==> src/rtl/adcrd_pkg.sv <==
package adcrd_pkg;

  typedef enum logic [2:0] {
    ST_IDLE,
    ST_SETUP,
    ST_HIGH,
    ST_LOW,
    ST_TAIL
  } rdState_t;

  typedef struct packed {
    logic load;     // capture request fields into the shift path
    logic sample;   // rising SCK edge: take miso
    logic shiftTx;  // falling SCK edge: present next mosi bit
    logic commit;   // frame finished: publish result
  } strobe_t;

endpackage

==> src/rtl/adcrd_ctrl.sv <==
module adcrd_ctrl #(
  parameter int HALF_DIV    = 25,
  parameter int COMPACT_LEN = 19,
  parameter int PADDED_LEN  = 24
) (
  input  logic                clk,
  input  logic                rstN,
  input  logic                reqValid,
  input  logic                frameMode,
  output logic                busy,
  output logic                chipSelN,
  output logic                sck,
  output logic                done,
  output adcrd_pkg::strobe_t  stb
);
  import adcrd_pkg::*;

  localparam int HC_W = $clog2(HALF_DIV + 1);
  localparam int BC_W = $clog2(PADDED_LEN + 1);
  localparam logic [HC_W-1:0] HC_LAST   = HC_W'(HALF_DIV - 1);
  localparam logic [BC_W-1:0] LAST_CMP  = BC_W'(COMPACT_LEN - 1);
  localparam logic [BC_W-1:0] LAST_PAD  = BC_W'(PADDED_LEN - 1);

  rdState_t        state;
  logic [HC_W-1:0] halfCnt;
  logic [BC_W-1:0] bitCnt;
  logic [BC_W-1:0] lastBit;
  logic            modeLat;
  logic            tick;
  logic            accept;

  assign tick    = (halfCnt == HC_LAST);
  assign accept  = reqValid && (state == ST_IDLE);
  assign lastBit = modeLat ? LAST_PAD : LAST_CMP;
  assign busy    = (state != ST_IDLE);

  always_comb begin
    stb         = '0;
    stb.load    = accept;
    stb.sample  = tick && ((state == ST_SETUP) || (state == ST_LOW));
    stb.shiftTx = tick && (state == ST_HIGH);
    stb.commit  = tick && (state == ST_TAIL);
  end

  always_ff @(posedge clk) begin
    if (!rstN) begin
      state    <= ST_IDLE;
      halfCnt  <= '0;
      bitCnt   <= '0;
      modeLat  <= 1'b0;
      chipSelN <= 1'b1;
      sck      <= 1'b0;
      done     <= 1'b0;
    end else begin
      done <= 1'b0;
      if (state == ST_IDLE || tick) halfCnt <= '0;
      else                          halfCnt <= halfCnt + 1'b1;
      case (state)
        ST_IDLE: if (accept) begin
          state    <= ST_SETUP;
          chipSelN <= 1'b0;
          modeLat  <= frameMode;
          bitCnt   <= '0;
        end
        ST_SETUP: if (tick) begin
          sck   <= 1'b1;
          state <= ST_HIGH;
        end
        ST_HIGH: if (tick) begin
          sck <= 1'b0;
          if (bitCnt == lastBit) state <= ST_TAIL;
          else begin
            bitCnt <= bitCnt + 1'b1;
            state  <= ST_LOW;
          end
        end
        ST_LOW: if (tick) begin
          sck   <= 1'b1;
          state <= ST_HIGH;
        end
        ST_TAIL: if (tick) begin
          chipSelN <= 1'b1;
          done     <= 1'b1;
          state    <= ST_IDLE;
        end
        default: state <= ST_IDLE;
      endcase
    end
  end

  AST_SCK_IDLE_LOW: assert property (@(posedge clk) disable iff (!rstN)
    chipSelN |-> !sck);
  AST_DONE_SINGLE: assert property (@(posedge clk) disable iff (!rstN)
    done |=> !done);
  AST_DONE_AT_DESELECT: assert property (@(posedge clk) disable iff (!rstN)
    done |-> (chipSelN && !$past(chipSelN)));
  AST_BIT_IN_FRAME: assert property (@(posedge clk) disable iff (!rstN)
    busy |-> (bitCnt <= lastBit));
  AST_HALF_IN_RANGE: assert property (@(posedge clk) disable iff (!rstN)
    halfCnt <= HC_LAST);

endmodule

==> src/rtl/adcrd_dpath.sv <==
module adcrd_dpath #(
  parameter int CH_W       = 3,
  parameter int RES_W      = 12,
  parameter int PADDED_LEN = 24,
  parameter int LEAD_ZEROS = 5
) (
  input  logic               clk,
  input  logic               rstN,
  input  adcrd_pkg::strobe_t stb,
  input  logic [CH_W-1:0]    reqChan,
  input  logic               reqSingle,
  input  logic               frameMode,
  input  logic               miso,
  output logic               mosi,
  output logic [RES_W-1:0]   result
);
  localparam int HDR_W = 2 + CH_W;

  logic [PADDED_LEN-1:0] txReg;
  logic [PADDED_LEN-1:0] txFrame;
  logic [HDR_W-1:0]      header;
  logic [RES_W-1:0]      rxReg;

  assign header  = {1'b1, reqSingle, reqChan};
  assign txFrame = {header, {(PADDED_LEN - HDR_W){1'b0}}};
  assign mosi    = txReg[PADDED_LEN-1];

  always_ff @(posedge clk) begin
    if (!rstN) begin
      txReg  <= '0;
      rxReg  <= '0;
      result <= '0;
    end else begin
      if (stb.load)
        txReg <= frameMode ? (txFrame >> LEAD_ZEROS) : txFrame;
      else if (stb.shiftTx)
        txReg <= txReg << 1;
      if (stb.sample) rxReg  <= {rxReg[RES_W-2:0], miso};
      if (stb.commit) result <= rxReg;
    end
  end

  AST_RESULT_HOLD: assert property (@(posedge clk) disable iff (!rstN)
    !stb.commit |=> $stable(result));

endmodule

==> src/rtl/adc_read_ctrl.sv <==
module adc_read_ctrl #(
  parameter int HALF_DIV = 25,
  parameter int CH_W     = 3,
  parameter int RES_W    = 12
) (
  input  logic             clk,
  input  logic             rstN,
  input  logic             reqValid,
  input  logic [CH_W-1:0]  reqChan,
  input  logic             reqSingle,
  input  logic             frameMode,
  output logic             busy,
  output logic             chipSelN,
  output logic             sck,
  output logic             mosi,
  input  logic             miso,
  output logic [RES_W-1:0] result,
  output logic             done
);
  localparam int HDR_W       = 2 + CH_W;
  localparam int COMPACT_LEN = HDR_W + 2 + RES_W;
  localparam int PADDED_LEN  = ((COMPACT_LEN + 7) / 8) * 8;
  localparam int LEAD_ZEROS  = PADDED_LEN - COMPACT_LEN;

  adcrd_pkg::strobe_t stb;

  adcrd_ctrl #(
    .HALF_DIV(HALF_DIV), .COMPACT_LEN(COMPACT_LEN), .PADDED_LEN(PADDED_LEN)
  ) uCtrl (
    .clk(clk), .rstN(rstN), .reqValid(reqValid), .frameMode(frameMode),
    .busy(busy), .chipSelN(chipSelN), .sck(sck), .done(done), .stb(stb)
  );

  adcrd_dpath #(
    .CH_W(CH_W), .RES_W(RES_W), .PADDED_LEN(PADDED_LEN), .LEAD_ZEROS(LEAD_ZEROS)
  ) uDpath (
    .clk(clk), .rstN(rstN), .stb(stb), .reqChan(reqChan), .reqSingle(reqSingle),
    .frameMode(frameMode), .miso(miso), .mosi(mosi), .result(result)
  );

  AST_MOSI_HOLD_HIGH: assert property (@(posedge clk) disable iff (!rstN)
    (sck && $past(sck)) |-> $stable(mosi));

endmodule

==> config.mk <==
export PLATFORM = sky130hd
export DESIGN_NAME = adc_read_ctrl
export DESIGN_NICKNAME = d
export VERILOG_FILES = /design/src/rtl/adcrd_pkg.sv /design/src/rtl/adcrd_ctrl.sv /design/src/rtl/adcrd_dpath.sv /design/src/rtl/adc_read_ctrl.sv
export SDC_FILE = /design/constraint.sdc
export NUM_CORES = 1
export LEC_CHECK = 0
export CORE_MARGIN = 2
export CORE_UTILIZATION = 54
export DETAILED_ROUTE_END_ITERATION = 8
export PLACE_DENSITY = 0.78
export SLEW_MARGIN = 20
export SYNTH_ARGS = -nofsm -noshare
export SYNTH_HDL_FRONTEND = slang
export SYNTH_SLANG_ARGS = --single-unit
==> constraint.sdc <==
create_clock -name clk -period 2 [get_ports clk]
set_input_delay 0.2 -clock clk [delete_from_list [all_inputs] [get_ports clk]]
set_output_delay 0.2 -clock clk [all_outputs]
set_load 0.03 [all_outputs]
==> flow_summary_export.csv <==
group,metric,value,unit
synth,yosysWarningCount,0,
pwr,p_per_area,729.0,nW/um^2
worst_setup_path,critPathLaunchType,"register",
place,numPlacedInstances,283,
route,ant_nets,0,
sta,period_share,94.44,%
synth,synthFlopType,"dfxtp_1",
synth,synth_cell_types,43,
floorplanning,die_h,66.56,um
status,status,"complete, no violations",
route,drt-vias-per-instance,5.623,
worst_setup_path,crit_path_top_delay_cell,"clkdlybuf4s50_1",
route,firstDrtPassIters,6,
finish,syn_to_final_growth,19.01,%
cts,cts_sinks,51,
worst_setup_path,max_stage_delay,0.60,ns
route,first_iter_violations,74,
finish,multi_input_area,974.7,um^2
global_route,grt_pass1_vias,1544,
worst_setup_path,crit_chain,"nor2_1, nand2_1, clkdlybuf4s50_1",
pwr,power.internal,1.382,mW
synth,synth.largest_area_cell,"dfxtp_1",
synth,syn_inst,217,
finish,layout.nets,255,
flow_run,cap_viol_max_count,0,
finish,final_cells,292,
worst_setup_path,cp.required,1.80,ns
worst_setup_path,end_kind,"output port",
sta,worstMarginPinSlew,0.4899,ns
worst_setup_path,arrival,1.69,ns
sta,finalSetupViolCount,0,
route,met3_length,149,um
synth,synthTopCellsByArea,"dfxtp_1 (48%), mux2i_1 (7.1%), a22o_1 (5.0%), nor2_1 (4.8%), nand3_1 (3.3%)",
sta,fin_crit,1.889,ns
sta,rsz0062_at_grt,"no",
cts,cts.htree.levels,2,
global_route,globalRouteOverflowTotal,0,
pwr,power_frac_comb,7.7,%
finish,seqCellArea,1025,um^2
synth,synth_edf_count,0,
synth,synth_most_common_cell,"dfxtp_1",
synth,synth_top_area_share,48.31,%
floorplanning,coreArea,3716,um^2
floorplanning,io_pins,26,
synth,syn-num-nets,229,
floorplanning,start_util,56.87,%
place,routabilityCongestion,0.7629,
place,dpl.hpwl,2747,um
global_route,grt_pass1_wl,6803,um
pwr,switchingPower,451.1,uW
pwr,clkPwrFrac,34.9,%
route,drt-total-wl,4149,um
synth,synth_common_cells,"dfxtp_1 (51), nor2_1 (27), nand2_1 (18), mux2i_1 (15), nand3_1 (14)",
synth,async_reset_ff_share,0,%
cts,cts_tree,"yes",
finish,finish.utilization,67.68,%
route,drt-wirelength-per-cell,14.21,um
sta,skew,0.007408,ns
floorplanning,die-area,4430,um^2
place,port_buffers,25,
pwr,power.leakage,0.8783,nW
route,m1WireLength,2020,um
route,wl_met2,1909,um
floorplanning,die_x,66.56,um
cts,clk_latency,0.31,ns
pwr,p_sw_share,24.60,%
pwr,max-vdd-ir-drop,0.4665,mV
sta,drv_slew,0,
floorplanning,placementRows,22,
sta,setup_tns,0,ns
sta,max-slew-margin-rel,67.20,%
finish,n_antenna_cell,0,
synth,synth-seq-cells,51,
global_route,grt_max_degree,21,
route,vias,1642,
finish,final_layout_size_suffix_gt1_share,11.48,%
worst_setup_path,crit_type,"reg -> out",
sta,hold_viol,0,
cts,cts_buffers,5,
route,drc,0,
global_route,grt_usage,20.17,%
pwr,p_seq_share,57.4,%
hold_path,hp-class,"reg -> reg",
cts,root_buffer,"clkbuf_8",
global_route,antenna_found_initial,0,
synth,synth_area,2113,um^2
worst_setup_path,critical_path_peak_fanout,10,
cts,clkSlewWorstSetupHoldPaths,0.09,ns
cts,cts_buffer_depth,2,
synth,avgSynthCellArea,9.739,um^2
route,highest_layer,"met4",
synth,ys_seq_area_share,48.31,%
sta,fmaxAchievable,529.5,MHz
finish,fillers,307,
[critical path: cells and delay by family, from the launching register on]
kind	cells	cell delay [ns]
buffers and inverters	1	0.60
and+or+nand+nor	2	0.40
DFF	1	0.39
[worst paths after layout]
path	from	endpoint	slack, ns	cells after the start
setup / recovery	uCtrl.state[1]	busy	0.11	3
setup reg to reg	uCtrl.halfCnt[0]	uCtrl.bitCnt[4]	0.16	6
hold / removal	uCtrl.chipSelN	uCtrl.chipSelN	0.45	2
hold reg to reg	uCtrl.chipSelN	uCtrl.chipSelN	0.45	2
[timing repair]
item	4_1_cts	5_1_grt
endpoints found under the setup margin	1	6
resized for setup	1	3
buffers inserted	0	1
pin swaps	0	1
hold buffers	0	0
[layout by cell type, fill, tap and decap left out, types with 3 or more instances in the layout]
cell / count
a21oi_1: 6
a22o_1: 12
a311oi_1: 5
a31oi_1: 3
buf_4: 8
clkbuf_8: 6
clkdlybuf4s50_1: 25
dfxtp_1: 48
dfxtp_2: 3
ha_1: 3
inv_1: 7
mux2i_1: 15
nand2_1: 18
nand3_1: 13
nand3b_1: 3
nor2_1: 27
nor2b_1: 3
o21ai_0: 4
[cell type report]
cell class	instances	share of cell area (%)
Sequential cell	51	40.75
Clock inverter	2	0.6468
Timing Repair Buffer	34	13.13
Inverter	7	1.045
Multi-Input combinational cell	144	38.76
Clock buffer	6	3.284
Tap cell	48	2.388
[power groups by stage]
stage | registers [mW] | logic (mW) | clock network [mW]
6_report | 1.05 | 0.142 | 0.640
5_1_grt | 1.05 | 0.156 | 0.693
4_1_cts | 1.05 | 0.136 | 0.644
3_5_place_dp | 1.07 | 0.135 | 0
3_3_place_gp | 1.07 | 0.133 | 0
2_1_floorplan | 1.07 | 0.0922 | 0
[metal layers]
| metal | vias to the layer above | GRT usage (%) |
|---|---|---|
| met1 | 787 | 25.50 |
| met3 | 7 | 4.730 |
| met5 | - | 0 |
| met4 | 0 | 9.694 |
| met2 | 24 | 32.25 |
| li1 | 824 | - |
[flip-flops by register name, summed over array words and instances (netlist names)]
| register | flops |
|---|---|
| uCtrl.halfCnt | 5 |
| uCtrl.bitCnt | 5 |
| uCtrl.state | 3 |
| uCtrl.done | 1 |
| uDpath.txReg | 10 |
| uDpath.result | 12 |
| uCtrl.modeLat | 1 |
| uCtrl.sck | 1 |
| uCtrl.chipSelN | 1 |
| uDpath.rxReg | 12 |
[logic make-up (layout without fill, tap and decap cells)]
kind of cell             count (synthesis)  after routing  synth area share (%)
AO/OA/AOI/OAI                           41             41                 15.81
XOR/XNOR                                 3              3                 1.244
adder cells (fa/ha/maj)                  4              4                 2.250
buffers and inverters                   22             49                 5.802
flip-flops                              51             51                 48.31
multiplexers                            15             15                 7.105
AND/OR/NAND/NOR                         81             81                 19.48
[through the flow]
stage / hold WS (ns) / cell area (um^2) / setup WS [ns] / power [mW]
final: 0.4459 / 2515 / 0.1113 / 1.833
after global routing: 0.4702 / 2515 / 0.03786 / 1.904
after CTS: 0.4496 / 2487 / 0.01636 / 1.831
after detailed placement: 0.4349 / 2387 / 0.1077 / 1.210
after global placement: 0.4329 / 2387 / 0.1827 / 1.208
after floorplan: 0.3472 / 2113 / 0.2938 / 1.166
Note: power is estimated with default switching activity, not from simulation.
